<file path="src/rtl/aux_ctrl_pkg.sv">
package aux_ctrl_pkg;
  localparam int unsigned AUX_W = 32;

  typedef enum logic [1:0] {
    LVL_APP = 2'd0,
    LVL_OS  = 2'd1,
    LVL_HYP = 2'd2,
    LVL_MON = 2'd3
  } priv_lvl_e;

  // unimplemented positions: 31..29, 24, 12, 9, 5
  localparam logic [AUX_W-1:0] DEF_RSV_MASK   = 32'hE100_1220;
  // fixed reset ones (bit 4)
  localparam logic [AUX_W-1:0] DEF_RST_BASE   = 32'h0000_0010;
  // reset ones that follow the protocol strap (bits 14 and 3)
  localparam logic [AUX_W-1:0] DEF_PROTO_MASK = 32'h0000_4008;
endpackage

</file>
<file path="src/rtl/aux_access_gate.sv">
module aux_access_gate
  import aux_ctrl_pkg::*;
(
  input  logic [1:0] el,
  input  logic       secure,
  input  logic       write,
  input  logic       deleg_l3,
  input  logic       deleg_l2,
  input  logic       scr_secure,
  output logic       allow
);
  priv_lvl_e lvl;
  logic      os_wr_ok;

  assign lvl = priv_lvl_e'(el);

  always_comb begin
    if (secure) os_wr_ok = deleg_l3;
    else        os_wr_ok = deleg_l3 & (deleg_l2 | scr_secure);
  end

  always_comb begin
    unique case (lvl)
      LVL_APP: allow = 1'b0;
      LVL_OS:  allow = write ? os_wr_ok : 1'b1;
      LVL_HYP: allow = 1'b1;
      LVL_MON: allow = 1'b1;
      default: allow = 1'b0;
    endcase
  end
endmodule

</file>
<file path="src/rtl/aux_bit_store.sv">
module aux_bit_store #(
  parameter int unsigned      W          = 32,
  parameter logic [W-1:0]     RSV_MASK   = '0,
  parameter logic [W-1:0]     RST_BASE   = '0,
  parameter logic [W-1:0]     PROTO_MASK = '0
) (
  input  logic         clk,
  input  logic         rst,
  input  logic         proto_sel,
  input  logic         wr_en,
  input  logic [W-1:0] wdata,
  output logic [W-1:0] q
);
  localparam logic [W-1:0] IMPL_MASK = ~RSV_MASK;

  for (genvar b = 0; b < W; b++) begin : g_bit
    if (RSV_MASK[b]) begin : g_rsv
      assign q[b] = 1'b0;
    end else begin : g_flop
      logic bit_q;
      always_ff @(posedge clk) begin
        if (rst)        bit_q <= RST_BASE[b] | (PROTO_MASK[b] & proto_sel);
        else if (wr_en) bit_q <= wdata[b];
      end
      assign q[b] = bit_q;
    end
  end

  // the word moves only on an accepted write
  a_r10_hold_without_write: assert property (@(posedge clk) disable iff (rst)
    !wr_en |=> $stable(q));
  // unimplemented positions never hold a one
  a_r2_reserved_zero: assert property (@(posedge clk) disable iff (rst)
    (q & ~IMPL_MASK) == '0);
endmodule

</file>
<file path="src/rtl/aux_ctrl_reg.sv">
module aux_ctrl_reg
  import aux_ctrl_pkg::*;
#(
  parameter int unsigned          W          = AUX_W,
  parameter logic [W-1:0]         RSV_MASK   = DEF_RSV_MASK,
  parameter logic [W-1:0]         RST_BASE   = DEF_RST_BASE,
  parameter logic [W-1:0]         PROTO_MASK = DEF_PROTO_MASK
) (
  input  logic         clk,
  input  logic         rst,
  input  logic         proto_sel,
  input  logic         req_valid,
  input  logic         req_write,
  input  logic [1:0]   req_el,
  input  logic         req_secure,
  input  logic [W-1:0] req_wdata,
  input  logic         deleg_l3,
  input  logic         deleg_l2,
  input  logic         scr_secure,
  input  logic         mem_idle,
  output logic         rsp_valid,
  output logic [W-1:0] rsp_rdata,
  output logic         rsp_fault,
  output logic         rsp_busy_err,
  output logic [W-1:0] cfg_value
);
  logic allow;
  logic wr_commit;
  logic wr_blocked;
  logic rd_hit;

  aux_access_gate u_gate (
    .el         (req_el),
    .secure     (req_secure),
    .write      (req_write),
    .deleg_l3   (deleg_l3),
    .deleg_l2   (deleg_l2),
    .scr_secure (scr_secure),
    .allow      (allow)
  );

  assign wr_commit  = req_valid & req_write & allow & mem_idle;
  assign wr_blocked = req_valid & req_write & allow & ~mem_idle;
  assign rd_hit     = req_valid & ~req_write & allow;

  aux_bit_store #(
    .W          (W),
    .RSV_MASK   (RSV_MASK),
    .RST_BASE   (RST_BASE),
    .PROTO_MASK (PROTO_MASK)
  ) u_store (
    .clk       (clk),
    .rst       (rst),
    .proto_sel (proto_sel),
    .wr_en     (wr_commit),
    .wdata     (req_wdata),
    .q         (cfg_value)
  );

  always_ff @(posedge clk) begin
    if (rst) begin
      rsp_valid    <= 1'b0;
      rsp_fault    <= 1'b0;
      rsp_busy_err <= 1'b0;
      rsp_rdata    <= '0;
    end else begin
      rsp_valid    <= req_valid;
      rsp_fault    <= req_valid & ~allow;
      rsp_busy_err <= wr_blocked;
      rsp_rdata    <= rd_hit ? cfg_value : '0;
    end
  end

  // level 0 always faults in the next cycle
  a_r3_level0_faults: assert property (@(posedge clk) disable iff (rst)
    (req_valid && req_el == 2'd0) |=> rsp_fault);
  // a write while busy leaves the word alone
  a_r8_busy_keeps_word: assert property (@(posedge clk) disable iff (rst)
    (req_valid && req_write && !mem_idle) |=> $stable(cfg_value));
  // a fault carries zero data
  a_r7_fault_zero_data: assert property (@(posedge clk) disable iff (rst)
    rsp_fault |-> rsp_rdata == '0);
  // the two error pulses are exclusive and come with a response
  a_r11_errors_exclusive: assert property (@(posedge clk) disable iff (rst)
    !(rsp_fault && rsp_busy_err));
  a_r11_error_needs_rsp: assert property (@(posedge clk) disable iff (rst)
    (rsp_fault || rsp_busy_err) |-> rsp_valid);
  // every request is answered in the next cycle
  a_r9_rsp_follows_req: assert property (@(posedge clk) disable iff (rst)
    req_valid |=> rsp_valid);
endmodule

</file>
<file path="config.mk">
export PLATFORM = sky130hd
export DESIGN_NAME = aux_ctrl_reg
export DESIGN_NICKNAME = d
export VERILOG_FILES = /design/src/rtl/aux_ctrl_pkg.sv /design/src/rtl/aux_access_gate.sv /design/src/rtl/aux_bit_store.sv /design/src/rtl/aux_ctrl_reg.sv
export SDC_FILE = /design/constraint.sdc
export NUM_CORES = 1
export LEC_CHECK = 0
export ABC_AREA = 1
export BUFFER_PORTS_ARGS = -buffer_cell sky130_fd_sc_hd__clkbuf_2
export CORE_ASPECT_RATIO = 0.8
export CORE_MARGIN = 2
export CORE_UTILIZATION = 50
export CTS_CLUSTER_SIZE = 20
export DETAILED_ROUTE_END_ITERATION = 12
export PLACE_DENSITY = 0.81
export SYNTH_ARGS = -nofsm -noshare
export SYNTH_HDL_FRONTEND = slang
export SYNTH_HIERARCHICAL = 1
export SYNTH_SLANG_ARGS = --single-unit
</file>
<file path="constraint.sdc">
create_clock -name clk -period 4.2 [get_ports clk]
set_clock_uncertainty 0.15 [all_clocks]
set_input_delay 0 -clock clk [delete_from_list [all_inputs] [get_ports clk]]
set_output_delay 0 -clock clk [all_outputs]
set_load 0.02 [all_outputs]
</file>
==> flow_summary.json, run 1 <==
{
  "min_from": "req_write",
  "whs_path_depth": 5,
  "fillCellCount": 401,
  "synthFlopType": "dfxtp_1",
  "fin_area_sq_mm": 0.00322,
  "fmax_ghz": 0.483,
  "setup_tns_ns": 0,
  "dpl_cell_area_sq_mm": 0.00268,
  "rrSetupSlack_ns": 3.38,
  "grt_max_degree": 47,
  "drcViolationCount": 0,
  "drive_gt1_share_pct": 34.7,
  "status": "finished, final reports clean",
  "place_congestion": 0.662,
  "rr_worst_depth": 2,
  "yosysTopAreaCell": "dfxtp_1",
  "worst_setup_path_endpoint": "u_store/g_bit[14].g_flop.bit_q",
  "critPathArrivalTime_ns": 1.94,
  "relSlewSlack_pct": 31.5,
  "syn2layout_area_growth_pct": 32.0,
  "powerDensity_mw_per_mm2": 394,
  "crit_path_end_kind": "flop",
  "yosys-top-cells-area": "dfxtp_1 48%, buf_4 10%, inv_1 9.2%",
  "drt-vias-per-instance": 4.07,
  "ios": 111,
  "power.total_uw": 1270,
  "die_h_um": 66.4,
  "io_buffers": 96,
  "critical_path_required_ns": 4.07,
  "nets": 456,
  "synthDistinctLibCells": 15,
  "postRouteAntennaNets": 0,
  "initial_utilization_pct": 52.4,
  "grt_usage_pct": 17.9,
  "hold_path_class": "primary input to flop",
  "clk_pin_slew_ns": 0.06,
  "min_period_ns": 2.07,
  "yosysWarnings": 6,
  "synth-edff-count": 2,
  "worstSetupPathType": "primary input to flop",
  "ctsResizeCount": 0,
  "max-cap-violations": 0,
  "startpoint": "req_valid",
  "grt_setup_unrepaired": "no",
  "ir_drop_uv": 246,
  "synth_area_sq_mm": 0.00244,
  "syn_area_per_cell_sq_um": 7.91,
  "finalWirelength_mm": 4.68,
  "r2r-end": "rsp_rdata[14]",
  "coreArea_sq_mm": 0.00465,
  "post_cts_buffers": 0,
  "yosysSeqAreaShare_pct": 50.1,
  "clock_latency_ns": 0.32,
  "synthArstFlopShare_pct": 0,
  "hold_viol": 0,
  "start_kind": "primary input",
  "synthTopCellsByCount": "60 x inv_1, 59 x nand2_1, 58 x dfxtp_1",
  "die_area_sq_mm": 0.00545,
  "avgRoutedWirePerCell_um": 9.86,
  "r2r-start": "u_store/g_bit[14].g_flop.bit_q",
  "rows": 22,
  "hpwl_mm": 3.07,
  "crit_fanout": 46,
  "finalSetupViolCount": 0,
  "report.final.slew_viol_count": 0,
  "grt_pass1_vias": 1679,
  "power.leakage_uw": 0.00163,
  "cts_made_buffers": 9,
  "synth-seq-cells": 60,
  "synth_top_area_share_pct": 47.6,
  "cts_max_level": 3,
  "overflow": 0,
  "diodes": 0,
  "grt_pass1_wl_mm": 7.12,
  "die_w_um": 82.1,
  "utilization_pct": 69.2,
  "cts_hold_buffers": 33,
  "cts_tree": "built",
  "final.period_utilization_pct": 49.3,
  "synth_most_common_cell": "inv_1",
  "dr.pass1.iters": 4,
  "cts_buffer_depth": 2,
  "antenna_found_initial": 0,
  "worst_pin_slew_ns": 1.02,
  "cts_root_buf": "clkbuf_8",
  "syn-instance-count": 308,
  "cts_sinks": 60,
  "vias": 1935,
  "drt_iter0_markers": 84
}
==> worst max-delay path: stages <==
cell and delay [ns]:
dlygate4sd3_1 0.53, clkbuf_2 0.11, nand2_1 0.04, inv_1 0.08, nand2_1 0.10, nor2_4 0.77, inv_1 0.15, nand2_1 0.15
==> cells by family after synthesis <==
logic type	synth area share, %
AND/OR/NAND/NOR	26.2
other	0.154
buffers and inverters	23.6
flip-flops	50.1
==> through the flow <==
step                hold WS [ns]  setup slack (ns)  cells
floorplan                -0.0776              2.84    314
global placement          0.0618              2.16    428
detailed placement        0.0744              2.08    428
CTS                        0.161              2.18    475
global route               0.229              1.99    475
finish                     0.181              2.13    475
==> layout make-up <==
class | count | area [sq um] | share of cell area [%]
multi-input combinational | 151 | 672 | 20.9
clock inverter | 1 | 30.0 | 0.933
clock buffer | 13 | 179 | 5.56
sequential | 60 | 1220 | 38.0
timing repair buffer | 129 | 811 | 25.2
tap | 60 | 75.1 | 2.33
inverter | 61 | 229 | 7.12
==> layer usage <==
layer / vias to the layer above / global-route usage, % / part of all wire (%)
li1: 1029 / - / -
met1: 841 / 17.0 / 40
met2: 63 / 34.5 / 54
met3: 2 / 6.97 / 6.0
met4: 0 / 6.25 / 0.34
met5: - / 0 / 0
==> cell usage in the layout (no fill, tap or decap) <==
| master | Yosys | layout |
|---|---|---|
| clkbuf_2 | 0 | 96 |
| inv_1 | 60 | 60 |
| nand2_1 | 59 | 59 |
| dfxtp_1 | 58 | 58 |
| nor2_1 | 51 | 50 |
| dlygate4sd3_1 | 0 | 33 |
| nor2_2 | 27 | 27 |
| clkbuf_8 | 0 | 13 |
| conb_1 | 1 | 7 |
| nor2_4 | 3 | 4 |
| edfxtp_1 | 2 | 2 |
| nand2_2 | 1 | 1 |
| nor3_1 | 1 | 1 |
| or2_2 | 1 | 1 |
| bufinv_16 | 0 | 1 |
| inv_2 | 1 | 1 |
| nand3_1 | 1 | 1 |
==> state kept, by name (all words and copies together), names as in the netlist <==
register,count
rsp_busy_err,1
u_store/g_bit.g_flop.bit_q,25
rsp_valid,1
rsp_fault,1
rsp_rdata,32
==> where the power goes <==
group	switching (uW)	leakage (uW)	total [uW]	internal [uW]
registers	10.0	0.000490	600	590
logic	81.3	0.00103	142	60.5
clock network	192	0.000108	525	332
==> worst min path at each step <==
stage                                           endpoint
after floorplan                                rsp_valid
after global placement     u_store/g_bit[4].g_flop.bit_q
after detailed placement   u_store/g_bit[4].g_flop.bit_q
after CTS                 u_store/g_bit[19].g_flop.bit_q
after global routing      u_store/g_bit[20].g_flop.bit_q
final                     u_store/g_bit[19].g_flop.bit_q
Power figures use the tool's default switching activity.
==> run 2, diff against run 1 <==
- CORE_UTILIZATION: 50 -> 42
- PLACE_DENSITY: 0.81 -> 0.73
- clock period: 4.2 -> 1.9 ns (I/O delays scaled with it)
==> run 2 against run 1 <==
  * Flip-flop and latch count unchanged
  * Core utilization down 9.1 points
  * Wire length up 2.6%
==> flow_summary.json, run 2 (synthesized netlist as in run 1, its figures left out) <==
{
  "cts_buffer_depth": 2,
  "drt_iter0_markers": 28,
  "path_common_cell": "nand2_1",
  "antenna_found_initial": 0,
  "grt_max_degree": 29,
  "grt_pass1_wl_mm": 7.71,
  "worstSetupPathType": "primary input to flop",
  "finalSetupViolCount": 0,
  "overflow": 0,
  "coreArea_sq_mm": 0.00553,
  "path_cells": "dlygate4sd3_1 > clkbuf_2 > inv_1 > nand2_1 > nand2_1 > inv_1 > nand2_1 > nor2_4 > buf_8 > nand2_1 > nand3_1 > dlygate4sd3_1",
  "status": "finished, final reports clean",
  "min_from": "req_write",
  "layout_commonest_cell": "clkbuf_2",
  "largest_reg_flops": 32,
  "nets": 464,
  "postRouteAntennaNets": 0,
  "report.final.slew_viol_count": 0,
  "diodes": 0,
  "placedCellCount": 450,
  "max_stage_delay_ns": 0.58,
  "grt_usage_pct": 16.2,
  "final_cell_mix": "96 x clkbuf_2, 60 x inv_1, 59 x nand2_1",
  "drive_gt1_share_pct": 35.3,
  "grt.met1_usage_pct": 17.1,
  "drt-vias-per-instance": 3.83,
  "comb_power_share_pct": 11.7,
  "power.internal_uw": 2120,
  "grt-busiest-layer": "met2",
  "ios": 111,
  "crit_fanout": 17,
  "die_w_um": 89.2,
  "grt_pass1_vias": 1810,
  "start_kind": "primary input",
  "grt_setup_unrepaired": "yes",
  "powerDensity_mw_per_mm2": 842,
  "dr.pass1.iters": 4,
  "fillCellCount": 509,
  "final.period_utilization_pct": 96.4,
  "fmax_ghz": 0.546,
  "drcViolationCount": 0,
  "cp_slowest_cell": "dlygate4sd3_1",
  "critical_path_required_ns": 1.96,
  "hold_viol": 0,
  "met2_usage_pct": 28.4,
  "post_cts_buffers": 0,
  "hold_path_class": "primary input to flop",
  "avgRoutedWirePerCell_um": 9.55,
  "vias": 1924,
  "place_congestion": 0.701,
  "cts_made_buffers": 9,
  "seq_power_share_pct": 47.5,
  "die_h_um": 72.1,
  "largest_register": "rsp_rdata",
  "initial_utilization_pct": 44.1,
  "power.leakage_uw": 0.00165,
  "syn2layout_area_growth_pct": 36.0,
  "sw_frac_of_total_pct": 24.0,
  "critPathArrivalTime_ns": 1.89,
  "clock_latency_ns": 0.32,
  "utilization_pct": 60.0,
  "p_clk_share_pct": 40.8,
  "cts_sinks": 60,
  "crit_path_end_kind": "flop",
  "max-cap-violations": 0,
  "largest_registers": "rsp_rdata: 32 flops, u_store/g_bit.g_flop.bit_q: 25 flops",
  "hpwl_mm": 3.17,
  "gr-usage-met3_pct": 6.94,
  "cp_num_buf_inv": 6,
  "crit_family": "buffers and inverters",
  "cts_tree": "built",
  "startpoint": "req_el[1]",
  "clk_pin_slew_ns": 0.06,
  "io_buffers": 96,
  "power_switching_uw": 670,
  "r2r-start": "u_store/g_bit[4].g_flop.bit_q",
  "ir_drop_uv": 534,
  "cts_max_level": 3,
  "rows": 24,
  "die_area_sq_mm": 0.00643,
  "finalWirelength_mm": 4.80,
  "min_period_ns": 1.83,
  "fin_cells": 503,
  "cts_root_buf": "clkbuf_8"
}
## run 2: power by group through the flow
stage	registers [uW]	clock network (uW)	logic [uW]
floorplan	1360	0	221
global placement	1350	0	258
detailed placement	1350	0	262
CTS	1320	1180	322
global route	1330	1230	366
finish	1320	1140	327
## run 2: timing repair
action / in CTS / in global routing
hold buffers: 37 / 1
gates resized for setup: 0 / 3
endpoints found under the hold margin: 28 / 1
setup endpoints to repair: 0 / 2
## run 2: worst min-delay path, stage by stage
cell and delay [ns]:
clkbuf_2 0.10, nor2_1 0.05, nand2_2 0.06, buf_4 0.25
nor2_4 0.04
## run 2: metrics by stage
| stage | setup TNS, ns | instance area [sq um] | hold slack (ns) | power (uW) | setup WS [ns] |
|---|---|---|---|---|---|
| floorplan | 0 | 2460 | -0.0776 | 1580 | 0.535 |
| global placement | 0 | 2730 | 0.0588 | 1610 | 0.452 |
| detailed placement | 0 | 2730 | 0.0651 | 1610 | 0.419 |
| CTS | 0 | 3300 | 0.0755 | 2830 | 0.0537 |
| global route | -0.0602 | 3320 | 0.105 | 2920 | -0.0557 |
| finish | 0 | 3320 | 0.0892 | 2790 | 0.0681 |
## run 2: path summary, 6_finish.rpt
kind                            slack (ns)                             to  cells past startpoint
worst max-delay path                  0.07  u_store/g_bit[4].g_flop.bit_q                     12
worst min-delay path                  0.09                  rsp_rdata[21]                      5
worst min register to register        0.30                  rsp_rdata[20]                      2
worst max register to register        0.62  u_store/g_bit[4].g_flop.bit_q                      3
## run 2: per-layer routing
| layer | vias to the layer above | part of all wire, % |
|---|---|---|
| met4 | 0 | 1.2 |
| met2 | 67 | 48 |
| met3 | 5 | 6.7 |
| li1 | 1046 | - |
| met5 | - | 0 |
| met1 | 806 | 44 |
## run 2: area by class of cell
| type | count | area [sq um] | share of cell area (%) |
|---|---|---|---|
| well taps | 78 | 97.6 | 2.94 |
| clock buffers | 12 | 155 | 4.68 |
| inverters | 61 | 229 | 6.91 |
| flip-flops and latches | 60 | 1220 | 36.8 |
| multi-input cells | 151 | 677 | 20.4 |
| repair buffers | 137 | 888 | 26.8 |
| clock inverters | 4 | 47.5 | 1.43 |
==> run 3, diff against run 2 <==
- REMOVE_ABC_BUFFERS: unset -> 1
==> run 3 against run 2 <==
  * Die area unchanged
  * Clock-buffer cell count unchanged
  * The flow now finishes with violations (negative hold slack)
  * Worst hold slack got worse by 0.14 ns
  * Sequential share of layout area increased by 0.36 points
  * Flip-flop and latch count unchanged
  * Fmax increased by 3.7%
  * Global-route usage increased by 0.099 points
  * Combinational power decreased by 2%
  * Core utilization decreased by 0.59 points
  * Clock power about the same
  * Via count increased by 4.8%
==> flow_summary.json, run 3 (synthesized netlist as in run 1, its figures left out) <==
{
  "status": "complete, but fails checks",
  "violations": "negative hold slack",
  "largest_register": "rsp_rdata",
  "max_stage_delay_ns": 0.54,
  "r2r-start": "u_store/g_bit[3].g_flop.bit_q",
  "grt_pass1_vias": 1862,
  "grt_usage_pct": 16.3,
  "hold_viol": 1,
  "path_cells": "dlygate4sd3_1 > clkbuf_2 > inv_2 > nand2_1 > nand2_1 > dlygate4sd3_1",
  "rows": 24,
  "powerDensity_mw_per_mm2": 846,
  "grt_pass1_wl_mm": 7.85,
  "grt_setup_unrepaired": "no",
  "min_period_ns": 1.77,
  "dpl_cell_area_sq_mm": 0.00274,
  "maxUsedRoutingLayer": "met4",
  "syn2layout_area_growth_pct": 34.7,
  "fin_area_sq_mm": 0.00328,
  "coreArea_sq_mm": 0.00553,
  "largest_reg_flops": 32,
  "largest_registers": "rsp_rdata: 32 flops, u_store/g_bit.g_flop.bit_q: 25 flops",
  "power.leakage_uw": 0.00165,
  "final.period_utilization_pct": 92.9,
  "drt_iter0_markers": 37,
  "whs_ns": -0.0537,
  "cts_max_level": 3,
  "comb_power_share_pct": 11.6,
  "critical_path_required_ns": 1.95,
  "final_cell_mix": "96 x clkbuf_2, 60 x inv_1, 58 x nand2_1, 58 x dfxtp_1, 49 x nor2_1",
  "power.internal_uw": 2110,
  "worst_setup_path_endpoint": "u_store/g_bit[14].g_flop.bit_q",
  "vias": 2016,
  "clock_latency_ns": 0.33,
  "place_congestion": 0.752,
  "ir_drop_uv": 539,
  "critical_path_depth": 6,
  "worstSetupPathType": "primary input to flop",
  "io_buffers": 96,
  "nets": 460,
  "overflow": 0,
  "power.total_uw": 2780,
  "routed-wl-met3_um": 401,
  "die_h_um": 72.1,
  "hpwl_mm": 3.16,
  "r2r-end": "rsp_rdata[3]",
  "sw_frac_of_total_pct": 23.9,
  "die_w_um": 89.2,
  "met1_length_mm": 1.80,
  "power_switching_uw": 663,
  "ios": 111,
  "cts_root_buf": "clkbuf_8",
  "avgRoutedWirePerCell_um": 9.89,
  "rrSetupSlack_ns": 1.13,
  "crit_path_end_kind": "flop",
  "cts_buffer_depth": 2,
  "fillCellCount": 505,
  "cts_made_buffers": 9,
  "antenna_found_initial": 0,
  "postRouteAntennaNets": 0,
  "drcViolationCount": 0,
  "finalSetupViolCount": 0,
  "startpoint": "rst",
  "seq_power_share_pct": 47.7,
  "critPathArrivalTime_ns": 1.82,
  "clk_pin_slew_ns": 0.06,
  "place_ws_ns": 0.438,
  "p_clk_share_pct": 40.7,
  "wl_met2_mm": 2.61,
  "max-cap-violations": 0,
  "fmax_ghz": 0.566,
  "start_kind": "primary input",
  "cts_tree": "built",
  "report.final.slew_viol_count": 0,
  "cp_num_buf_inv": 4,
  "crit_family": "buffers and inverters",
  "worst_slack_ns": 0.134,
  "cts_sinks": 60,
  "dr.pass1.iters": 4,
  "hold_path_class": "primary input to flop",
  "rr_worst_depth": 2,
  "diodes": 0,
  "initial_utilization_pct": 44.1,
  "die_area_sq_mm": 0.00643,
  "utilization_pct": 59.4,
  "crit_fanout": 26,
  "finalWirelength_mm": 4.93,
  "drive_gt1_share_pct": 35.6,
  "cp_slowest_cell": "dlygate4sd3_1",
  "layout_commonest_cell": "clkbuf_2",
  "drt-vias-per-instance": 4.04,
  "grt_max_degree": 33
}
## run 3: cell types whose count changed in the layout (fill, tap and decap cells not counted), sizes merged
cell,delta
buf,-1
dlygate4sd3,-3
## run 3: worst min-delay path: cells and delay by family
| kind | cells | cell delay (ns) |
|---|---|---|
| and+or+nand+nor | 3 | 0.15 |
| buffers and inverters | 3 | 0.23 |
## run 3: power by group through the flow
stage	clock network [uW]	logic, uW	registers [uW]
2_1_floorplan	0	119	1400
3_3_place_gp	0	260	1350
3_5_place_dp	0	265	1350
4_1_cts	1180	320	1320
5_1_grt	1230	358	1330
6_report	1130	322	1320
## run 3: cell type report
cell class	instances	area (sq um)	area share (%)
Sequential cell	60	1220	37.2
Timing Repair Buffer	133	856	26.1
Multi-Input combinational cell	151	677	20.6
Inverter	61	229	6.97
Clock buffer	12	155	4.73
Tap cell	78	97.6	2.97
Clock inverter	4	47.5	1.45
## run 3: through the flow
stage,cells,TNS (ns)
finish,499,0
global route,499,0
CTS,500,0
detailed placement,449,0
global placement,449,0
floorplan,272,-11.93
## run 3: metal layers
layer	up-vias	track usage [%]
met1	887	14.8
met4	0	7.63
met3	12	7.39
met2	76	30.2
met5	-	0
li1	1041	-
## run 3: how the worst min path moves through the flow
stage          depth (start not counted)                             to  slack (ns)         start
2_1_floorplan                          1                      rsp_valid       -0.08           rst
5_1_grt                                6  u_store/g_bit[4].g_flop.bit_q        0.01      mem_idle
3_5_place_dp                           3  u_store/g_bit[4].g_flop.bit_q        0.07  req_wdata[4]
3_3_place_gp                           3  u_store/g_bit[4].g_flop.bit_q        0.07  req_wdata[4]
4_1_cts                                5  u_store/g_bit[3].g_flop.bit_q        0.05      mem_idle
6_report                               6  u_store/g_bit[4].g_flop.bit_q       -0.05      mem_idle
## run 3: repair_timing
action	in CTS	in global routing
gates resized for setup	0	2
endpoints found under the setup margin	0	1
hold endpoints to repair	28	0
buffers inserted	0	0
hold buffers	35	0
